`src/rtl/ptimer_pkg.sv`:
```
package ptimer_pkg;

  typedef enum logic [1:0] {
    SEL_NONE,
    SEL_MODE,
    SEL_STAT,
    SEL_VAL
  } rdSel_t;

  typedef struct packed {
    logic   go;
    logic   tick;
    logic   ack;
    rdSel_t rdSel;
  } tmrStrobe_t;

endpackage

```
`src/rtl/ptimer_ctrl.sv`:
```
module ptimer_ctrl
  import ptimer_pkg::*;
#(
  parameter int ADDR_W    = 8,
  parameter int DATA_W    = 32,
  parameter int IVL_W     = 20,
  parameter int EN_BIT    = 24,
  parameter int IE_BIT    = 25,
  parameter int PRESC_DIV = 16,
  parameter logic [ADDR_W-1:0] OFS_MODE = 'h00,
  parameter logic [ADDR_W-1:0] OFS_STAT = 'h04,
  parameter logic [ADDR_W-1:0] OFS_VAL  = 'h08,
  parameter logic [ADDR_W-1:0] OFS_IMG  = 'h0C
) (
  input  logic              clk,
  input  logic              rstN,
  input  logic              wrEn,
  input  logic              rdEn,
  input  logic [ADDR_W-1:0] addr,
  input  logic [DATA_W-1:0] wrData,
  input  logic              wrap,
  output tmrStrobe_t        ctl,
  output logic [IVL_W-1:0]  ivl,
  output logic              modeEn,
  output logic              modeIe
);

  localparam int PRESC_W = (PRESC_DIV > 1) ? $clog2(PRESC_DIV) : 1;

  logic [IVL_W-1:0] ivlQ;
  logic enQ, ieQ, drainQ;
  logic goW, tickW;
  wire  unusedWr = ^wrData;

  // control word register; writes to any other offset fall through
  always_ff @(posedge clk) begin
    if (!rstN) begin
      ivlQ <= '0;
      enQ  <= 1'b0;
      ieQ  <= 1'b0;
    end else if (wrEn && addr == OFS_MODE) begin
      ivlQ <= wrData[IVL_W-1:0];
      enQ  <= wrData[EN_BIT];
      ieQ  <= wrData[IE_BIT];
    end
  end

  // keeps the timer alive after the enable drops, until the next boundary
  always_ff @(posedge clk) begin
    if (!rstN) drainQ <= 1'b0;
    else       drainQ <= enQ | (drainQ & ~wrap);
  end

  assign goW = enQ | drainQ;

  generate
    if (PRESC_DIV > 1) begin : g_div
      logic [PRESC_W-1:0] prescQ;
      always_ff @(posedge clk) begin
        if (!rstN || !goW)                            prescQ <= '0;
        else if (prescQ == PRESC_W'(PRESC_DIV - 1))   prescQ <= '0;
        else                                          prescQ <= prescQ + PRESC_W'(1);
      end
      assign tickW = goW && (prescQ == PRESC_W'(PRESC_DIV - 1));
    end else begin : g_nodiv
      assign tickW = goW;
    end
  endgenerate

  always_comb begin
    ctl.go    = goW;
    ctl.tick  = tickW;
    ctl.ack   = rdEn && (addr == OFS_VAL);
    ctl.rdSel = SEL_NONE;
    if (rdEn) begin
      if (addr == OFS_MODE)                        ctl.rdSel = SEL_MODE;
      else if (addr == OFS_STAT)                   ctl.rdSel = SEL_STAT;
      else if (addr == OFS_VAL || addr == OFS_IMG) ctl.rdSel = SEL_VAL;
    end
  end

  assign ivl    = ivlQ;
  assign modeEn = enQ;
  assign modeIe = ieQ;

endmodule

```
`src/rtl/ptimer_datapath.sv`:
```
module ptimer_datapath
  import ptimer_pkg::*;
#(
  parameter int DATA_W   = 32,
  parameter int IVL_W    = 20,
  parameter int PERIOD_W = 12,
  parameter int EN_BIT   = 24,
  parameter int IE_BIT   = 25
) (
  input  logic                clk,
  input  logic                rstN,
  input  tmrStrobe_t          ctl,
  input  logic [IVL_W-1:0]    ivl,
  input  logic                modeEn,
  input  logic                modeIe,
  output logic                wrap,
  output logic [IVL_W-1:0]    cnt,
  output logic [PERIOD_W-1:0] periods,
  output logic                status,
  output logic                irq,
  output logic [DATA_W-1:0]   rdData
);

  logic [IVL_W-1:0]    cntQ;
  logic [PERIOD_W-1:0] perQ;
  logic                statQ;

  assign wrap = ctl.tick && (cntQ >= ivl);

  always_ff @(posedge clk) begin
    if (!rstN)         cntQ <= '0;
    else if (ctl.tick) cntQ <= wrap ? '0 : cntQ + IVL_W'(1);
  end

  // a completion outranks a same-cycle acknowledge
  always_ff @(posedge clk) begin
    if (!rstN) begin
      statQ <= 1'b0;
      perQ  <= '0;
    end else if (wrap) begin
      statQ <= 1'b1;
      perQ  <= ctl.ack ? PERIOD_W'(1) : perQ + PERIOD_W'(1);
    end else if (ctl.ack) begin
      statQ <= 1'b0;
      perQ  <= '0;
    end
  end

  always_comb begin
    rdData = '0;
    case (ctl.rdSel)
      SEL_MODE: begin
        rdData[IVL_W-1:0] = ivl;
        rdData[EN_BIT]    = modeEn;
        rdData[IE_BIT]    = modeIe;
      end
      SEL_STAT: rdData[0] = statQ;
      SEL_VAL: begin
        rdData[IVL_W-1:0]        = cntQ;
        rdData[IVL_W +: PERIOD_W] = perQ;
      end
      default: rdData = '0;
    endcase
  end

  assign irq     = statQ & modeIe;
  assign cnt     = cntQ;
  assign periods = perQ;
  assign status  = statQ;

endmodule

```
`src/rtl/period_timer.sv`:
```
module period_timer
  import ptimer_pkg::*;
#(
  parameter int ADDR_W    = 8,
  parameter int DATA_W    = 32,
  parameter int IVL_W     = 20,
  parameter int PERIOD_W  = 12,
  parameter int PRESC_DIV = 16
) (
  input  logic              clk,
  input  logic              rstN,
  input  logic              wrEn,
  input  logic              rdEn,
  input  logic [ADDR_W-1:0] addr,
  input  logic [DATA_W-1:0] wrData,
  output logic [DATA_W-1:0] rdData,
  output logic              irq
);

  localparam int EN_BIT = 24;
  localparam int IE_BIT = 25;

  tmrStrobe_t          ctl;
  logic [IVL_W-1:0]    ivl;
  logic                modeEn, modeIe, wrap, status;
  logic [IVL_W-1:0]    cnt;
  logic [PERIOD_W-1:0] periods;

  ptimer_ctrl #(
    .ADDR_W(ADDR_W), .DATA_W(DATA_W), .IVL_W(IVL_W),
    .EN_BIT(EN_BIT), .IE_BIT(IE_BIT), .PRESC_DIV(PRESC_DIV)
  ) u_ctrl (
    .clk(clk), .rstN(rstN), .wrEn(wrEn), .rdEn(rdEn), .addr(addr),
    .wrData(wrData), .wrap(wrap), .ctl(ctl), .ivl(ivl),
    .modeEn(modeEn), .modeIe(modeIe)
  );

  ptimer_datapath #(
    .DATA_W(DATA_W), .IVL_W(IVL_W), .PERIOD_W(PERIOD_W),
    .EN_BIT(EN_BIT), .IE_BIT(IE_BIT)
  ) u_dp (
    .clk(clk), .rstN(rstN), .ctl(ctl), .ivl(ivl), .modeEn(modeEn),
    .modeIe(modeIe), .wrap(wrap), .cnt(cnt), .periods(periods),
    .status(status), .irq(irq), .rdData(rdData)
  );

endmodule

```
`config.mk`:
```
export PLATFORM = sky130hd
export DESIGN_NAME = period_timer
export DESIGN_NICKNAME = d
export VERILOG_FILES = /design/src/rtl/ptimer_pkg.sv /design/src/rtl/ptimer_ctrl.sv /design/src/rtl/ptimer_datapath.sv /design/src/rtl/period_timer.sv
export SDC_FILE = /design/constraint.sdc
export NUM_CORES = 1
export LEC_CHECK = 0
export BUFFER_PORTS_ARGS = -buffer_cell sky130_fd_sc_hd__buf_2
export CELL_PAD_IN_SITES_DETAIL_PLACEMENT = 0
export CELL_PAD_IN_SITES_GLOBAL_PLACEMENT = 1
export CORE_MARGIN = 1.5
export CORE_UTILIZATION = 31
export CTS_BUF_LIST = sky130_fd_sc_hd__clkbuf_16
export CTS_CLUSTER_DIAMETER = 30
export DETAILED_ROUTE_END_ITERATION = 7
export PLACE_DENSITY = 0.67
export SYNTH_ARGS = -nofsm -noshare
export SYNTH_HDL_FRONTEND = slang
export SYNTH_SLANG_ARGS = --single-unit
```
`constraint.sdc`:
```
create_clock -name clk -period 5.89 [get_ports clk]
set_input_delay 1.178 -clock clk [delete_from_list [all_inputs] [get_ports clk]]
set_output_delay 1.178 -clock clk [all_outputs]
set_load 0.05 [all_outputs]
```
* Word level (Yosys, flattened, before mapping)
Index checks and enable logic that the tools add are counted.
** Operators by class
- Add/subtract/negate cells :: 3
- $lt $le $gt $ge :: 1
- Equality and inequality tests :: 7
- Mux-type cells :: 15
- Bitwise gates (word level) :: 5
- Reductions and logical operators :: 11
** Operators by type and width (count)
- case mux 19 bit (2 select lines) :: 1
- two-way mux 12 bit :: 3
- adder 20 x 1 -> 20 bit (second input constant) :: 1
- >= comparator 20 bit :: 1
- two-way mux 20 bit :: 1
- equality test 8 x 4 -> 1 bit (second input constant) :: 2
- adder 12 x 1 -> 12 bit (second input constant) :: 1
- equality test 8 x 3 -> 1 bit (second input constant) :: 1
- zero test 8 bit :: 1
- two-way mux 2 bit :: 4
- two-way mux 6 bit :: 1
- adder 4 x 1 -> 4 bit (second input constant) :: 1
- equality test 2 bit (second input constant) :: 2
- equality test 4 bit (second input constant) :: 1
- logical AND 1 bit :: 4
- two-way mux 4 bit :: 1
- case mux 2 bit (2 select lines) :: 1
- case mux 1 bit (3 select lines) :: 1
- bitwise AND 1 bit :: 2
- equality test 2 x 1 -> 1 bit (second input constant) :: 1
- zero test 1 bit :: 2
- logical OR 1 bit :: 2
- two-way mux 1 bit :: 2
- bitwise OR 1 bit :: 2
- 3 further kinds :: 3
** Word-level totals
- Register bits after elaboration :: 60
- Input bits :: 44
- Output and inout bits :: 33

* Depth between registers and ports, before layout
Gate-level depths: netlist (run 1).
- Depth in word-level cells :: 8
- Gate-level depth with buffers :: 11
- Mapped depth without buffers :: 9

* Modules after synthesis
A second synthesis (run 1) with hierarchy kept.
** Unflattened totals
- Cells, all modules :: 441
- Area, all modules :: 3629.7 sq um
** Modules (own cells, without submodules)
- ptimer_datapath :: instances 1, cells an instance 314, area each 2473.6 sq um, seq. area each 660.6 sq um
- ptimer_ctrl :: instances 1, cells an instance 127, area each 1156.1 sq um, seq. area each 540.5 sq um

* Worst setup path after synthesis (run 1)
OpenSTA, ideal clock, no wires.
- Kind :: input-to-output
- Start :: input addr[7]
- End :: output rdData[0]
- Data arrival time :: 3.267 ns
- Setup slack :: 1.445 ns
- Stages :: 4
- Cells stage by stage :: or4_1 -> nor3_2 -> nand2_1 -> a211oi_1
** On the way
- Longest elaborated chain between the ends :: 8
** RTL lines
- start, declared :: RTL line period_timer.sv:14 : input logic [ADDR_W-1:0] addr,
- equality test 8 x 4 -> 1 bit :: RTL line ptimer_ctrl.sv:78 : else if (addr == OFS_VAL || addr == OFS_IMG) ctl.rdSel = SEL_VAL;
- logical OR 1 bit :: RTL line ptimer_ctrl.sv:78
- two-way mux 2 bit :: RTL line ptimer_ctrl.sv:78
- two-way mux 2 bit :: RTL line ptimer_ctrl.sv:77 : else if (addr == OFS_STAT) ctl.rdSel = SEL_STAT;
- two-way mux 2 bit (*) :: RTL line ptimer_ctrl.sv:76 : if (addr == OFS_MODE) ctl.rdSel = SEL_MODE;
- two-way mux 2 bit (*) :: RTL line ptimer_ctrl.sv:75 : if (rdEn) begin
- equality test 2 bit / equality test 2 x 1 -> 1 bit (equally long branches) :: RTL line ptimer_datapath.sv:51 : case (ctl.rdSel)
- case mux 1 bit (3 select lines) (*) :: RTL line ptimer_datapath.sv:51
- end, declared :: RTL line period_timer.sv:16 : output logic [DATA_W-1:0] rdData,
Every way passes the cells marked *; elsewhere a longest branch is shown, timed or not.

* Final worst setup path (run 1)
- Start :: input addr[7]
- End :: output rdData[12]
** On the way
- Longest elaborated chain between the ends :: 8
** RTL lines (RTL line)
- equality test 8 x 4 -> 1 bit :: ptimer_ctrl.sv:78
- logical OR 1 bit :: ptimer_ctrl.sv:78
- two-way mux 2 bit :: ptimer_ctrl.sv:78
- two-way mux 2 bit :: ptimer_ctrl.sv:77
- two-way mux 2 bit (*) :: ptimer_ctrl.sv:76
- two-way mux 2 bit (*) :: ptimer_ctrl.sv:75
- equality test 2 bit / equality test 2 x 1 -> 1 bit (equally long branches) :: ptimer_datapath.sv:51
- case mux 19 bit (2 select lines) (*) :: ptimer_datapath.sv:51
Marked as above.

==> impl_metrics.env, run 1 <==
export IMPL_outcome="complete, no violations"
export IMPL_synth_seq_cells=60
export IMPL_netlist_instances=386
export IMPL_r2r_end="u_dp.cnt[9]"
export IMPL_synth_top_family_by_area="simple AND/OR/NAND/NOR gates"
export IMPL_grt_pass1_vias=2808
export IMPL_whs_ns=0.439
export IMPL_synth_adder_area_share=0.0856
export IMPL_synth_largest_area_cell="dfxtp_1"
export IMPL_reg2reg_from="u_dp.cnt[0]"
export IMPL_grt_overflow_total=0
export IMPL_synth_cell_type_count=45
export IMPL_finalNonFillerCells=591
export IMPL_hp_class="reg2reg"
export IMPL_ioPinCount=77
export IMPL_start_util=0.323
export IMPL_synthTopCellsByArea="dfxtp_1 (36%), ha_1 (8.6%), mux2i_1 (6.9%)"
export IMPL_period_share=0.780
export IMPL_worst_pin_slew_ns=1.00
export IMPL_routed_wl_um=8300
export IMPL_place_congestion=0.758
export IMPL_cts_hold_buffers=0
export IMPL_clk_latency_ns=0.33
export IMPL_synth_seq_area_share=0.357
export IMPL_yosys_area_share_simple=0.219
export IMPL_critPathMaxFanout=18
export IMPL_h_tree_depth=3
export IMPL_worstPathRequired_ns=4.71
export IMPL_dp_cells=575
export IMPL_antenna_found_initial=0
export IMPL_start_kind="input port"
export IMPL_cts_tree="built"
export IMPL_p_leak_uw=0.00185
export IMPL_synth_fp_nets=453
export IMPL_synth_area_um2=3360
export IMPL_fin_setup_tns_ns=0
export IMPL_synth_compound_area_share=0.157
export IMPL_max_stage_delay_ns=0.55
export IMPL_synth_avg_cell_area_um2=8.71
export IMPL_cts_buffer_depth=2
export IMPL_final_setup_viol_count=0
export IMPL_cts_root_buf="clkbuf_16"
export IMPL_synth_xor_area_frac=0.0495
export IMPL_arrival_ns=3.41
export IMPL_n_fill_cell=1106
export IMPL_path_clk_slew_ns=0.05
export IMPL_power_per_cell_area_nw_per_um2=240
export IMPL_synth_edf_count=0
export IMPL_ctsResizeCount=0
export IMPL_rsz0062_at_grt="false"
export IMPL_dr_pass1_iters=5
export IMPL_min_to="u_ctrl.g_div.prescQ[0]"
export IMPL_relSlewSlack=0.331
export IMPL_port_buffers=66
export IMPL_postCtsSetupBuffers=0
export IMPL_numCtsBuffers=9
export IMPL_slew_viol_final=0
export IMPL_coreArea_um2=10400
export IMPL_synth_common_cells="dfxtp_1 (60), nor2_1 (59), inv_1 (27)"
export IMPL_synth_main_ff_cell="dfxtp_1"
export IMPL_fmax_mhz=218
export IMPL_synthMuxAreaShare=0.0685
export IMPL_grt_max_degree=31
export IMPL_async_reset_ff_frac=0
export IMPL_yosysTopAreaCellShare=0.357
export IMPL_wire_per_inst_um=14.0
export IMPL_area_growth_pct=21.2
export IMPL_grt_pass1_wl_um=13700
export IMPL_die_y_um=107
export IMPL_r2r_cells=9
export IMPL_slowest_stage="and3_1"
export IMPL_cts_sinks=60
export IMPL_skew_ns=0.00984
export IMPL_ys_warn_count=0
export IMPL_cp_common_cell="buf_2"
export IMPL_maxCapViolCount=0
export IMPL_final_nets=517
export IMPL_die_w_um=107
export IMPL_drtIter0Drc=98
export IMPL_grt_util_all_layers=0.155
export IMPL_dp_hpwl_um=6110
export IMPL_n_antenna_cell=0
export IMPL_worstHoldPathCells=1
export IMPL_cp_end_kind="primary output"
export IMPL_fin_crit_ns=4.59
export IMPL_drive_gt1_frac=0.207
export IMPL_grt_met3_usage=0.0407
export IMPL_yosysMostFrequentCell="dfxtp_1"
export IMPL_rows=37
export IMPL_grt_util_met1=0.196
export IMPL_drcViolationCount=0
export IMPL_critical_path_class="in2out"
export IMPL_use_met2=0.257
export IMPL_vias=2880
export IMPL_hold_viol_final=0
export IMPL_via_per_inst=4.87
export IMPL_dieArea_um2=11500
export IMPL_top_usage_layer="met2"
export IMPL_ant_nets=0
export IMPL_min_from="u_ctrl.g_div.prescQ[0]"
export IMPL_crit_path_cell_trace="buf_2 > or4_1 > nor3_2 > and3_1 > buf_4 > a22o_1 > buf_2"
export IMPL_vdd_ir_drop_max_uv=159
export IMPL_ff2ff_setup_slack_ns=3.33
-- power breakdown --
part	internal (uW)	switching, uW	leakage, uW
Sequential	407	0.173	0.000483
Combinational	9.75	14.7	0.00121
Clock	364	181	0.000158
-- sequential cells by signal (all words and copies together), names as in the netlist --
register / cells
u_dp.periods: 12
u_ctrl.modeEn: 1
u_dp.cnt: 20
u_ctrl.g_div.prescQ: 4
u_dp.status: 1
u_ctrl.modeIe: 1
u_ctrl.drainQ: 1
u_ctrl.ivl: 20
-- cell type report --
type | count | area [um^2] | share of cell area
Clock buffer | 9 | 225 | 0.0553
Clock inverter | 7 | 82.6 | 0.0203
Inverter | 27 | 101 | 0.0249
Multi-Input combinational cell | 284 | 1950 | 0.478
Sequential cell | 60 | 1200 | 0.295
Tap cell | 136 | 170 | 0.0418
Timing Repair Buffer | 68 | 345 | 0.0848
-- worst max-delay path by stage --
stage,start,to,depth (start not counted)
after global routing,addr[7],rdData[13],7
after detailed placement,addr[7],rdData[25],7
after global placement,addr[7],rdData[25],7
after floorplan,addr[7],rdData[0],4
after CTS,addr[7],rdData[25],7
final,addr[7],rdData[12],7
-- cells by family (layout without fill, tap and decap cells) --
group	count (synthesis)	in the layout
AND/OR/NAND/NOR	148	148
AO/OA/AOI/OAI	71	71
flip-flops	60	60
buffers and inverters	42	111
adder cells (fa/ha/maj)	23	23
multiplexers	23	23
XOR/XNOR	19	19
-- cells in the final DEF, fill, tap and decap left out, types with 3 or more instances in the layout --
cell / synthesis / routed
a21oi_1: 18 / 18
a22o_1: 19 / 19
and2_1: 12 / 12
and3_1: 7 / 7
buf_2: 4 / 66
clkbuf_16: 0 / 9
clkinv_2: 0 / 3
dfxtp_1: 60 / 60
ha_1: 23 / 23
inv_1: 27 / 28
mux2i_1: 23 / 23
nand2_1: 25 / 25
nand3_1: 15 / 15
nand4_1: 5 / 5
nor2_1: 59 / 59
nor3_2: 3 / 3
o21ai_0: 11 / 11
o21ai_1: 5 / 5
o31ai_1: 3 / 3
or3_1: 6 / 6
or4_1: 5 / 5
xnor2_1: 10 / 10
xor2_1: 9 / 9
-- worst max-delay path, delay by kind of cell --
family | cells | cell delay (ns)
buffers and inverters | 3 | 0.67
and+or+nand+nor | 3 | 1.39
AOI/OAI and AO/OA | 1 | 0.17
-- stage by stage --
| step | power, uW | setup slack, ns | area [um^2] | util |
|---|---|---|---|---|
| after global routing | 1010 | 1.09 | 4070 | 0.391 |
| after CTS | 989 | 1.23 | 4070 | 0.391 |
| after global placement | 440 | 1.23 | 3760 | 0.361 |
| final | 976 | 1.30 | 4070 | 0.391 |
| after detailed placement | 440 | 1.23 | 3760 | 0.361 |
| after floorplan | 425 | 1.45 | 3360 | - |
-- per-layer routing --
metal | share of wire | up-vias
li1 | - | 1473
met1 | 0.49 | 1342
met2 | 0.47 | 61
met3 | 0.037 | 4
met4 | 0.0061 | 0
met5 | 0 | -
Note: power is estimated with default switching activity, not from simulation.
==> inputs of run 2 (changes only) <==
==> constraint.sdc (replaced) <==
create_clock -name clk -period 4.3 [get_ports clk]
set_input_delay 0.86 -clock clk [delete_from_list [all_inputs] [get_ports clk]]
set_output_delay 0.86 -clock clk [all_outputs]
set_load 0.05 [all_outputs]
==> run 2 against run 1 <==
Against the previous run: via count increased by 0.14%; sequential share of layout area fell by 0.16 points; count of clock-buffer cells in the layout did not move; combinational power increased by 41%; final area up 0.55%; clock skew down 0.0035 ns; hold slack improved by 0.0031 ns; flip-flop and latch count unchanged; final cell count up 0.51%; non-clock buffer count grew 3; die area unchanged.
==> impl_metrics.env, run 2 (synthesis results as in run 1) <==
export IMPL_relSlewSlack=0.452
export IMPL_reg2reg_from="u_dp.cnt[9]"
export IMPL_fin_crit_ns=3.66
export IMPL_min_to="u_ctrl.g_div.prescQ[0]"
export IMPL_outcome="complete, no violations"
export IMPL_design_area_um2=4100
export IMPL_worstHoldPathCells=1
export IMPL_coreArea_um2=10400
export IMPL_grt_max_degree=26
export IMPL_routed_wl_um=8450
export IMPL_drcViolationCount=0
export IMPL_min_from="u_ctrl.g_div.prescQ[0]"
export IMPL_crit_path_cell_trace="buf_2 > or4_1 > nor3_2 > nand2_1 > nor3_2 > buf_4 > nand2_1 > o21ai_0 > buf_2"
export IMPL_p_leak_uw=0.00187
export IMPL_final_nets=520
export IMPL_r2r_end="u_dp.cnt[16]"
export IMPL_cts_root_buf="clkbuf_16"
export IMPL_arrival_ns=2.80
export IMPL_fmax_mhz=273
export IMPL_final_core_util=0.393
export IMPL_numCtsBuffers=9
export IMPL_cts_buffer_depth=2
export IMPL_final_setup_viol_count=0
export IMPL_cp_end_kind="primary output"
export IMPL_rsz0062_at_grt="false"
export IMPL_r2r_cells=8
export IMPL_cts_sinks=60
export IMPL_area_growth_pct=21.9
export IMPL_cts_hold_buffers=0
export IMPL_die_w_um=107
export IMPL_skew_ns=0.00630
export IMPL_ant_nets=0
export IMPL_postCtsSetupBuffers=0
export IMPL_final_cell_mix="buf_2 (66), dfxtp_1 (60), nor2_1 (59)"
export IMPL_dieArea_um2=11500
export IMPL_period_share=0.850
export IMPL_dp_hpwl_um=6310
export IMPL_ioPinCount=77
export IMPL_n_antenna_cell=0
export IMPL_ctsResizeCount=0
export IMPL_start_kind="input port"
export IMPL_via_per_inst=4.86
export IMPL_slowest_stage="or4_1"
export IMPL_grt_pass1_wl_um=13600
export IMPL_grt_overflow_total=0
export IMPL_hp_class="reg2reg"
export IMPL_drtIter0Drc=106
export IMPL_slew_viol_final=0
export IMPL_worst_pin_slew_ns=0.816
export IMPL_critPathMaxFanout=12
export IMPL_wire_per_inst_um=14.2
export IMPL_vdd_ir_drop_max_uv=135
export IMPL_clk_latency_ns=0.33
export IMPL_vias=2884
export IMPL_h_tree_depth=3
export IMPL_maxCapViolCount=0
export IMPL_grt_pass1_vias=2807
export IMPL_worstPathRequired_ns=3.44
export IMPL_postPlaceCellArea_um2=3790
export IMPL_rows=37
export IMPL_port_buffers=66
export IMPL_drive_gt1_frac=0.212
export IMPL_ff2ff_setup_slack_ns=1.70
export IMPL_hold_viol_final=0
export IMPL_grt_util_all_layers=0.154
export IMPL_place_congestion=0.764
export IMPL_start_util=0.323
export IMPL_dr_pass1_iters=4
export IMPL_fin_setup_tns_ns=0
export IMPL_critical_path_class="in2out"
export IMPL_power_per_cell_area_nw_per_um2=328
export IMPL_cts_tree="built"
export IMPL_path_clk_slew_ns=0.05
export IMPL_antenna_found_initial=0
export IMPL_max_stage_delay_ns=0.52
export IMPL_layout_commonest_cell="buf_2"
export IMPL_die_y_um=107
## run 2: cell types whose count changed in the layout (fill, tap and decap cells not counted)
cell,change
buf_4,+3
## run 2: worst max-delay path by stage
stage	slack, ns	from	to	cells past startpoint
detailed placement	0.59	addr[7]	rdData[9]	9
CTS	0.59	addr[7]	rdData[9]	9
global route	0.49	addr[7]	rdData[9]	9
global placement	0.60	addr[7]	rdData[9]	9
floorplan	0.49	addr[7]	rdData[0]	4
finish	0.64	addr[7]	rdData[9]	9
## run 2: per-stage QoR
step / instances / hold WS (ns) / total power [uW] / setup WS (ns)
CTS: 594 / 0.446 / 1360 / 0.591
global route: 594 / 0.472 / 1390 / 0.492
global placement: 578 / 0.429 / 603 / 0.602
detailed placement: 578 / 0.438 / 604 / 0.591
finish: 594 / 0.442 / 1350 / 0.643
floorplan: 386 / 0.418 / 582 / 0.491
## run 2: layout make-up
cell class / instances / area (um^2)
clock inverter: 7 / 82.6
clock buffer: 9 / 225
inverter: 27 / 101
fill: 1079 / 6320
multi-input combinational: 284 / 1950
tap: 136 / 170
sequential: 60 / 1200
timing repair buffer: 71 / 368
## run 2: power by group
| part | switching, uW | internal, uW | total [uW] | leakage (uW) |
|---|---|---|---|---|
| sequential | 0.240 | 557 | 557 | 0.000483 |
| clock | 254 | 499 | 754 | 0.000158 |
| combinational | 20.5 | 14.0 | 34.5 | 0.00123 |
| total | 275 | 1070 | 1350 | 0.00187 |
## run 2: worst max-delay path, delay by kind of cell
kind	cells	cell delay, ns
buffers and inverters	3	0.64
AND/OR/NAND/NOR	5	1.17
AO/OA/AOI/OAI	1	0.11
## run 2: layer usage
layer / vias to the layer above / share of wire / global-route usage
met4: 0 / 0.013 / 0.0429
met1: 1327 / 0.48 / 0.195
met2: 61 / 0.46 / 0.254
met3: 13 / 0.047 / 0.0444
met5: - / 0 / 0
li1: 1483 / - / -
